$ cat config.mk
export PLATFORM = sky130hd
export DESIGN_NAME = cardhost_int_status
export DESIGN_NICKNAME = d
export VERILOG_FILES = /design/src/rtl/cardhost_int_pkg.sv /design/src/rtl/cardhost_rise_det.sv /design/src/rtl/cardhost_err_detect.sv /design/src/rtl/cardhost_stat_bank.sv /design/src/rtl/cardhost_int_status.sv
export SDC_FILE = /design/constraint.sdc
export NUM_CORES = 1
export LEC_CHECK = 0
export ABC_AREA = 1
export CORE_ASPECT_RATIO = 0.8
export CORE_MARGIN = 2
export CORE_UTILIZATION = 31
export DETAILED_ROUTE_END_ITERATION = 16
export PLACE_DENSITY = 0.92
export SYNTH_ARGS = -nofsm -noshare
export SYNTH_HDL_FRONTEND = slang
export SYNTH_SLANG_ARGS = --single-unit
$ cat constraint.sdc
create_clock -name clk_i -period 2.15 [get_ports clk_i]
set_input_delay 0.43 -clock clk_i [delete_from_list [all_inputs] [get_ports clk_i]]
set_output_delay 0.43 -clock clk_i [all_outputs]
set_load 0.02 [all_outputs]
$ cat src/rtl/cardhost_int_pkg.sv
package cardhost_int_pkg;
  localparam int STAT_W      = 32;
  localparam int BIT_BAD_ACC = 29;
  localparam int BIT_CARD    = 28;
  localparam int BIT_AC12    = 24;
  localparam int BIT_ENDBIT  = 22;
  localparam int BIT_SUMMARY = 15;
  localparam int EXT_LSB     = 16;
  localparam int EXT_W       = 6;
  localparam int NORM_W      = 15;
  localparam int ERR_LSB     = 16;

  localparam logic [STAT_W-1:0] RSV_MASK  = 32'hC000_0000 | 32'h0E00_0000 | 32'h0080_0000;
  localparam logic [STAT_W-1:0] SUM_MASK  = 32'h1 << BIT_SUMMARY;
  localparam logic [STAT_W-1:0] IMPL_MASK = ~(RSV_MASK | SUM_MASK);

  typedef enum logic [3:0] {
    RSP_NONE = 4'd0,
    RSP_R1   = 4'd1,
    RSP_R1B  = 4'd2,
    RSP_R2   = 4'd3,
    RSP_R3   = 4'd4,
    RSP_R4   = 4'd5,
    RSP_R5   = 4'd6,
    RSP_R5B  = 4'd7,
    RSP_R6   = 4'd8,
    RSP_R7   = 4'd9
  } rsp_kind_e;

  function automatic logic has_card_status(input logic [3:0] kind);
    case (rsp_kind_e'(kind))
      RSP_R1, RSP_R1B, RSP_R5, RSP_R5B, RSP_R6: has_card_status = 1'b1;
      default:                                  has_card_status = 1'b0;
    endcase
  endfunction
endpackage

$ cat src/rtl/cardhost_rise_det.sv
module cardhost_rise_det #(
  parameter int W = 8
) (
  input  logic         clk_i,
  input  logic         rst_ni,
  input  logic [W-1:0] vec_i,
  output logic         rise_o
);
  logic [W-1:0] prev_q;

  always_ff @(posedge clk_i or negedge rst_ni) begin
    if (!rst_ni) prev_q <= '0;
    else         prev_q <= vec_i;
  end

  assign rise_o = |(vec_i & ~prev_q);
endmodule

$ cat src/rtl/cardhost_err_detect.sv
module cardhost_err_detect
  import cardhost_int_pkg::*;
#(
  parameter int CS_W   = 32,
  parameter int AC12_W = 8
) (
  input  logic              clk_i,
  input  logic              rst_ni,
  input  logic              buf_rd_i,
  input  logic              buf_wr_i,
  input  logic              buf_rd_en_i,
  input  logic              buf_wr_en_i,
  input  logic              rsp_valid_i,
  input  logic [3:0]        rsp_kind_i,
  input  logic              rsp_auto_stop_i,
  input  logic [CS_W-1:0]   rsp_status_i,
  input  logic [CS_W-1:0]   cs_err_mask_i,
  input  logic [AC12_W-1:0] ac12_err_i,
  input  logic              eb_rd_valid_i,
  input  logic              eb_rd_bit_i,
  input  logic              eb_crc_valid_i,
  input  logic              eb_crc_bit_i,
  output logic              bad_acc_o,
  output logic              card_err_o,
  output logic              ac12_err_o,
  output logic              endbit_err_o
);
  logic rd_bad, wr_bad;
  logic rsp_qualifies, status_hit;
  logic rd_eb_bad, crc_eb_bad;

  assign rd_bad    = buf_rd_i & ~buf_rd_en_i;
  assign wr_bad    = buf_wr_i & ~buf_wr_en_i;
  assign bad_acc_o = rd_bad | wr_bad;

  // auto-issued stop responses are never checked for card status
  assign rsp_qualifies = rsp_valid_i & ~rsp_auto_stop_i & has_card_status(rsp_kind_i);
  assign status_hit    = |(rsp_status_i & cs_err_mask_i);
  assign card_err_o    = rsp_qualifies & status_hit;

  cardhost_rise_det #(.W(AC12_W)) u_ac12_rise (
    .clk_i  (clk_i),
    .rst_ni (rst_ni),
    .vec_i  (ac12_err_i),
    .rise_o (ac12_err_o)
  );

  assign rd_eb_bad    = eb_rd_valid_i & ~eb_rd_bit_i;
  assign crc_eb_bad   = eb_crc_valid_i & ~eb_crc_bit_i;
  assign endbit_err_o = rd_eb_bad | crc_eb_bad;
endmodule

$ cat src/rtl/cardhost_stat_bank.sv
module cardhost_stat_bank #(
  parameter int          W         = 32,
  parameter logic [W-1:0] IMPL_MASK = '1
) (
  input  logic         clk_i,
  input  logic         rst_ni,
  input  logic [W-1:0] set_i,
  input  logic [W-1:0] clr_i,
  output logic [W-1:0] q_o
);
  for (genvar i = 0; i < W; i++) begin : g_bit
    if (IMPL_MASK[i]) begin : g_flop
      logic bit_q;
      always_ff @(posedge clk_i or negedge rst_ni) begin
        if (!rst_ni) bit_q <= 1'b0;
        else         bit_q <= (bit_q & ~clr_i[i]) | set_i[i]; // set beats clear
      end
      assign q_o[i] = bit_q;
    end else begin : g_rsv
      logic unused_in;
      assign unused_in = set_i[i] ^ clr_i[i];
      assign q_o[i]    = 1'b0;
    end
  end
endmodule

$ cat src/rtl/cardhost_int_status.sv
module cardhost_int_status
  import cardhost_int_pkg::*;
#(
  parameter int CS_W   = 32,
  parameter int AC12_W = 8
) (
  input  logic              clk_i,
  input  logic              rst_ni,
  input  logic              wr_en_i,
  input  logic [31:0]       wr_data_i,
  output logic [31:0]       rd_data_o,
  input  logic              buf_rd_i,
  input  logic              buf_wr_i,
  input  logic              buf_rd_en_i,
  input  logic              buf_wr_en_i,
  input  logic              rsp_valid_i,
  input  logic [3:0]        rsp_kind_i,
  input  logic              rsp_auto_stop_i,
  input  logic [CS_W-1:0]   rsp_status_i,
  input  logic [CS_W-1:0]   cs_err_mask_i,
  input  logic [AC12_W-1:0] ac12_err_i,
  input  logic              eb_rd_valid_i,
  input  logic              eb_rd_bit_i,
  input  logic              eb_crc_valid_i,
  input  logic              eb_crc_bit_i,
  input  logic [5:0]        ext_err_i,
  input  logic [14:0]       norm_evt_i,
  input  logic [31:0]       irq_en_i,
  output logic              irq_o
);
  logic bad_acc, card_err, ac12_err, endbit_err;
  logic [STAT_W-1:0] set_vec, clr_vec, stat_q, rd_val;
  logic summary;

  cardhost_err_detect #(.CS_W(CS_W), .AC12_W(AC12_W)) u_detect (
    .clk_i           (clk_i),
    .rst_ni          (rst_ni),
    .buf_rd_i        (buf_rd_i),
    .buf_wr_i        (buf_wr_i),
    .buf_rd_en_i     (buf_rd_en_i),
    .buf_wr_en_i     (buf_wr_en_i),
    .rsp_valid_i     (rsp_valid_i),
    .rsp_kind_i      (rsp_kind_i),
    .rsp_auto_stop_i (rsp_auto_stop_i),
    .rsp_status_i    (rsp_status_i),
    .cs_err_mask_i   (cs_err_mask_i),
    .ac12_err_i      (ac12_err_i),
    .eb_rd_valid_i   (eb_rd_valid_i),
    .eb_rd_bit_i     (eb_rd_bit_i),
    .eb_crc_valid_i  (eb_crc_valid_i),
    .eb_crc_bit_i    (eb_crc_bit_i),
    .bad_acc_o       (bad_acc),
    .card_err_o      (card_err),
    .ac12_err_o      (ac12_err),
    .endbit_err_o    (endbit_err)
  );

  always_comb begin
    set_vec                     = '0;
    set_vec[NORM_W-1:0]         = norm_evt_i;
    set_vec[EXT_LSB +: EXT_W]   = ext_err_i;
    set_vec[BIT_ENDBIT]         = endbit_err;
    set_vec[BIT_AC12]           = ac12_err;
    set_vec[BIT_CARD]           = card_err;
    set_vec[BIT_BAD_ACC]        = bad_acc;
  end

  assign clr_vec = wr_en_i ? wr_data_i : '0;

  cardhost_stat_bank #(.W(STAT_W), .IMPL_MASK(IMPL_MASK)) u_bank (
    .clk_i  (clk_i),
    .rst_ni (rst_ni),
    .set_i  (set_vec),
    .clr_i  (clr_vec),
    .q_o    (stat_q)
  );

  assign summary = |stat_q[STAT_W-1:ERR_LSB];

  always_comb begin
    rd_val              = stat_q;
    rd_val[BIT_SUMMARY] = summary;
  end

  assign rd_data_o = rd_val;
  assign irq_o     = |(rd_val & irq_en_i);
endmodule

== After elaboration in Yosys (flattened, before gate mapping) ==
Index checks and enable logic that the tools add are counted.
Widths: inputs -> output; s select.

* Output and inout bits: 33
* Register bits: 33
* Word-level logic and storage cells: 131

* Multiplexer cells: 2
* Bitwise operators: 93
* Reduce and logical (&&, ||, !) cells: 5
* Equality and inequality tests: 5

{| class="wikitable"
|+ Operator list
! kind !! count
|-
| $reduce_or 32->1 || 2
|-
| $and 1x1->1 || 32
|-
| $and 30x32->32 || 1
|-
| $and 32x32->32 || 1
|-
| $mux 30 || 1
|-
| $not 1->1 || 30
|-
| $or 1x1->1 || 27
|-
| $reduce_or 10->1 || 1
|-
| $and 8x8->8 || 1
|-
| $eq 4x3->1 const B || 2
|-
| $not 8->8 || 1
|-
| $reduce_or 8->1 || 1
|-
| $reduce_or 5->1 || 1
|-
| $eq 4x1->1 const B || 1
|-
| $eq 4x2->1 const B || 1
|-
| $eq 4x4->1 const B || 1
|-
| $mux 1 || 1
|}

== Longest topological paths before layout ==
* Word-level depth: 6
* Mapped depth: 8
* Mapped depth without buffers: 8

== By module ==
Synthesis repeated with hierarchy kept, for this count alone.

* Cells, all modules: 413
* Area, all modules: 2,401.1 um^2

{| class="wikitable"
|+ By module, submodules not included
! module !! seq. area each (um^2) !! cells an instance !! area each (um^2) !! instances
|-
| cardhost_stat_bank || 625.6 || 158 || 1,244.9 || 1
|-
| cardhost_int_status || 0.0 || 147 || 560.5 || 1
|-
| cardhost_err_detect || 0.0 || 77 || 309.0 || 1
|-
| cardhost_rise_det || 200.2 || 31 || 286.5 || 1
|}

== Worst setup path after synthesis ==
OpenSTA, ideal clock, no wires.

* Path type: reg2out
* Start: register u_bank.g_bit[20].g_flop.bit_q
* End: output irq_o
* Data arrival time: 0.964 ns
* Path slack: 0.756 ns
* Cell stages (with the launch flop): 6
* Required time: 1.720 ns
* Path through: dfrtp_1 -> nor2_1 -> nand3_1 -> or2_4 -> nand2_2 -> nand3_2

* Longest elaborated chain between the ends: 3

{| class="wikitable"
|+ RTL lines
! what !! RTL line !! text
|-
| start: declaration || cardhost_stat_bank.sv:13 || <nowiki>logic bit_q;</nowiki>
|-
| start signal: assignment || cardhost_stat_bank.sv:16 || <nowiki>else bit_q <= (bit_q & ~clr_i[i]) | set_i[i];</nowiki>
|-
| $reduce_or 10->1 || cardhost_int_status.sv:78 || <nowiki>assign summary = |stat_q[STAT_W-1:ERR_LSB];</nowiki>
|-
| net summary || cardhost_int_status.sv:33 || <nowiki>logic summary;</nowiki>
|-
| $and 30x32->32 || cardhost_int_status.sv:86 || <nowiki>assign irq_o = |(rd_val & irq_en_i);</nowiki>
|-
| $reduce_or 32->1 || cardhost_int_status.sv:86 ||
|-
| end: declaration || cardhost_int_status.sv:29 || <nowiki>output logic irq_o</nowiki>
|}

The timed path passes the listed nets, and every way through them passes these cells.

== Worst setup path in the final report ==
* Start: input irq_en_i[13]
* End: output irq_o

* Longest elaborated chain between the ends: 2

{| class="wikitable"
|+ RTL lines
! what !! RTL line !! text
|-
| start: declaration || cardhost_int_status.sv:28 || <nowiki>input logic [31:0] irq_en_i,</nowiki>
|-
| $and 30x32->32 || cardhost_int_status.sv:86 ||
|-
| $reduce_or 32->1 || cardhost_int_status.sv:86 ||
|}

No other way between the ends.

==> reports/summary.md <==
• **post-route minimum period** 1960 ps
• **Tot GR Track Use** 20.5%
• **final-layout worst hold slack** 216 ps
• **DRC violation count after routing** 0
• **antenna violations before repair** 0
• **routed wire length** 7.26 mm
• **# clock sinks** 33
• **Cells after Synth** 264
• **setup violation total in the final timing report** 0
• **number of maximum-capacitance constraint violations** 0
• **combinational share of power** 32.9%
• **status** finished, final reports clean
• **Longest Clk Path Bufs** 2
• **setup repair after global routing missed its margin** false
• **die boundary width** 92.8 microns
• **first-iteration detailed-routing DRC count** 53
• **vertical die dimension** 75.1 microns
• **CTS tree** built
• **flip-flop and latch count after synthesis** 33
• **Antenna Nets Post-Route** 0
• **Post-Syn Area** 1960 sq um
• **vias per cell** 4.40
• **Rows** 25
• **endpoint of the worst-slack reg-to-reg timing path** u_bank.g_bit[20].g_flop.bit_q
• **Post-CTS Repair Setup Buffers** 0
• **Worst EP required** 1720 ps
• **biggest fanout along the worst timing path** 1
• **total congestion overflow after global routing** 0
• **total power consumption of the routed design** 1.71 mW
• **clk root buf** sky130_fd_sc_hd__clkbuf_8
• **Unique masters post-synth** 19
• **leading cell type in the layout, fill and taps excluded** sky130_fd_sc_hd__clkdlybuf4s50_1
• **H-tree levels** 2
• **Slew HR** 49.9%
• **share of post-route cells with drive strength above 1** 4.19%
• **number of slew-limit violations in the final report** 0
• **synthesized area per cell** 7.41 sq um
• **upper clock frequency limit** 509 MHz
• **reg-to-reg critical path startpoint** u_bank.g_bit[20].g_flop.bit_q
• **total of buffers placed on input and output ports** 187
• **Final GP Congestion** 0.782
• **total CTS buffers** 5
• **critical setup path kind** input pin to output pin
• **first-pass iteration count of the detailed router** 4
• **nets@finish** 603
• **setup slack on the worst flop-to-flop path** 1400 ps
• **area of the multi-input gates** 838 sq um
• **switching portion of total power** 27.0%
• **reported leakage power** 1.70 nW
• **average detailed-routed wire length per instance** 14.2 microns
• **clock slew at reported path FFs** 70 ps
• **pwr dens** 453 nW/um^2
• **synth warn** 0
• **type of the worst min-delay path** input pin to async pin
• **Worst Max-Slew Pin Slew** 751 ps
• **Starting Density** 32.6%
• **Data arrival, critical path** 1530 ps
• **count of fill cells added during filler insertion** 518
• **placed wire-length estimate** 6.22 mm
• **die footprint** 6970 sq um
• **wire length of the first global-routing pass** 11.0 mm
• **switching component of the power** 462 uW
• **highest-count cells in the layout ignoring fill and taps** sky130_fd_sc_hd__clkdlybuf4s50_1, sky130_fd_sc_hd__nand2_1, sky130_fd_sc_hd__dfrtp_1, sky130_fd_sc_hd__nor2_1, sky130_fd_sc_hd__a21o_1
• **type of element capturing the critical path** output pin
• **sequential cell area in the final layout** 826 sq um
• **total number of vias** 2247
• **final setup skew** 6.03 ps
• **Final Cycle Share** 91.4%
• **number of antenna cells inserted** 0
• **worst supply voltage drop on vdd** 0.380 mV
• **part of the total power dissipated in the clock network** 26.4%
• **Seq/Total Area, Yosys** 42.2%
• **sequential fraction of design power** 40.7%
• **total count of hold-check failures in the final report** 0
• **area of the core region** 6010 sq um
• **I/O pins** 207
• **cell internal power dissipation** 1.25 mW
• **clock latency of the later-clocked register in the worst-skew pair** 280 ps
• **largest net degree at the start of global routing** 34
• **growth of design area from synthesis to finish** 93.2%
• **Reg2Reg Depth** 1
• **element type at the critical path start** input pin
• **via count of the first global-routing pass** 2454
==> state kept, by name, summed over array words and instances (netlist names) <==
name,flops
u_detect.u_ac12_rise.prev_q,8
u_bank.g_bit.g_flop.bit_q,25
==> cells in the mapped netlist <==
library cell	n	area (sq um)
sky130_fd_sc_hd__a21o_2	1	8.76
sky130_fd_sc_hd__nand2_1	116	435
sky130_fd_sc_hd__nor2_2	1	6.26
sky130_fd_sc_hd__nor2_1	22	82.6
sky130_fd_sc_hd__nand3_2	1	10.0
sky130_fd_sc_hd__nand4_1	3	18.8
sky130_fd_sc_hd__inv_1	15	56.3
sky130_fd_sc_hd__nor3_1	2	10.0
sky130_fd_sc_hd__buf_4	34	255
sky130_fd_sc_hd__dfrtp_1	33	826
sky130_fd_sc_hd__or2_4	1	8.76
sky130_fd_sc_hd__a21oi_1	1	5.00
sky130_fd_sc_hd__o221ai_1	2	17.5
sky130_fd_sc_hd__nand2_2	1	6.26
sky130_fd_sc_hd__conb_1	1	3.75
sky130_fd_sc_hd__a21o_1	20	150
sky130_fd_sc_hd__nand3_1	4	20.0
sky130_fd_sc_hd__o22ai_1	5	31.3
sky130_fd_sc_hd__buf_2	1	5.00
==> logic make-up (layout without fill, tap and decap cells) <==
kind of cell,after synthesis,in the layout,share of synthesized area [%]
and+or+nand+nor,151,151,30.6
buffers and inverters,50,211,16.2
DFF,33,33,42.2
AOI/OAI and AO/OA,29,29,10.9
other,1,6,0.192
==> area by class of cell <==
type                            count  area share, %
Tap cell                           81           2.68
Inverter                           15           1.49
Timing Repair Buffer              188           49.5
Clock inverter                      3          0.463
Clock buffer                        5           1.82
Multi-Input combinational cell    186           22.2
Sequential cell                    33           21.8
==> worst max-delay path, stage by stage <==
cell and delay (ps):
sky130_fd_sc_hd__clkdlybuf4s50_1 410, sky130_fd_sc_hd__nand2_1 70, sky130_fd_sc_hd__nand4_1 100, sky130_fd_sc_hd__nor3_1 260, sky130_fd_sc_hd__nand3_2 100, sky130_fd_sc_hd__buf_2 170
==> per-layer routing <==
metal	vias to the layer above	GRT usage (%)	part of all wire (%)
met1	1036	21.7	37
met3	10	4.20	5.3
met4	0	6.86	1.6
met2	80	41.2	56
met5	-	0	0
li1	1121	-	-
==> per-stage QoR <==
stage / instance area (sq um) / util [%] / cells / TNS (ps) / worst slack [ps]
floorplan: 1980 / - / 269 / 0 / 756
global placement: 3690 / 61.5 / 503 / -244 / -244
detailed placement: 3690 / 61.5 / 503 / -286 / -286
CTS: 3780 / 62.9 / 511 / 0 / 2.41
global route: 3780 / 62.9 / 511 / 0 / 54.8
finish: 3780 / 62.9 / 511 / 0 / 185
==> what timing repair did <==
item,in CTS,in global routing
pin swaps,0,0
hold buffers,0,0
resized for setup,3,4
endpoints found under the setup margin,1,2
==> power by group through the flow <==
stage | Sequential (mW) | Clock [mW] | Combinational (mW)
2_1_floorplan | 0.697 | 0 | 0.221
3_3_place_gp | 0.706 | 0 | 0.546
3_5_place_dp | 0.709 | 0 | 0.563
4_1_cts | 0.697 | 0.474 | 0.566
5_1_grt | 0.703 | 0.506 | 0.608
6_report | 0.697 | 0.452 | 0.562
==> worst max path at each step <==
stage,from,endpoint,slack [ps],cells past startpoint
finish,irq_en_i[13],irq_o,190,6
CTS,u_bank.g_bit[18].g_flop.bit_q,rd_data_o[15],2,4
detailed placement,irq_en_i[24],irq_o,-290,8
global placement,irq_en_i[2],irq_o,-240,8
floorplan,u_bank.g_bit[20].g_flop.bit_q,irq_o,760,5
global route,irq_en_i[2],irq_o,50,8
Power figures use the tool's default switching activity.
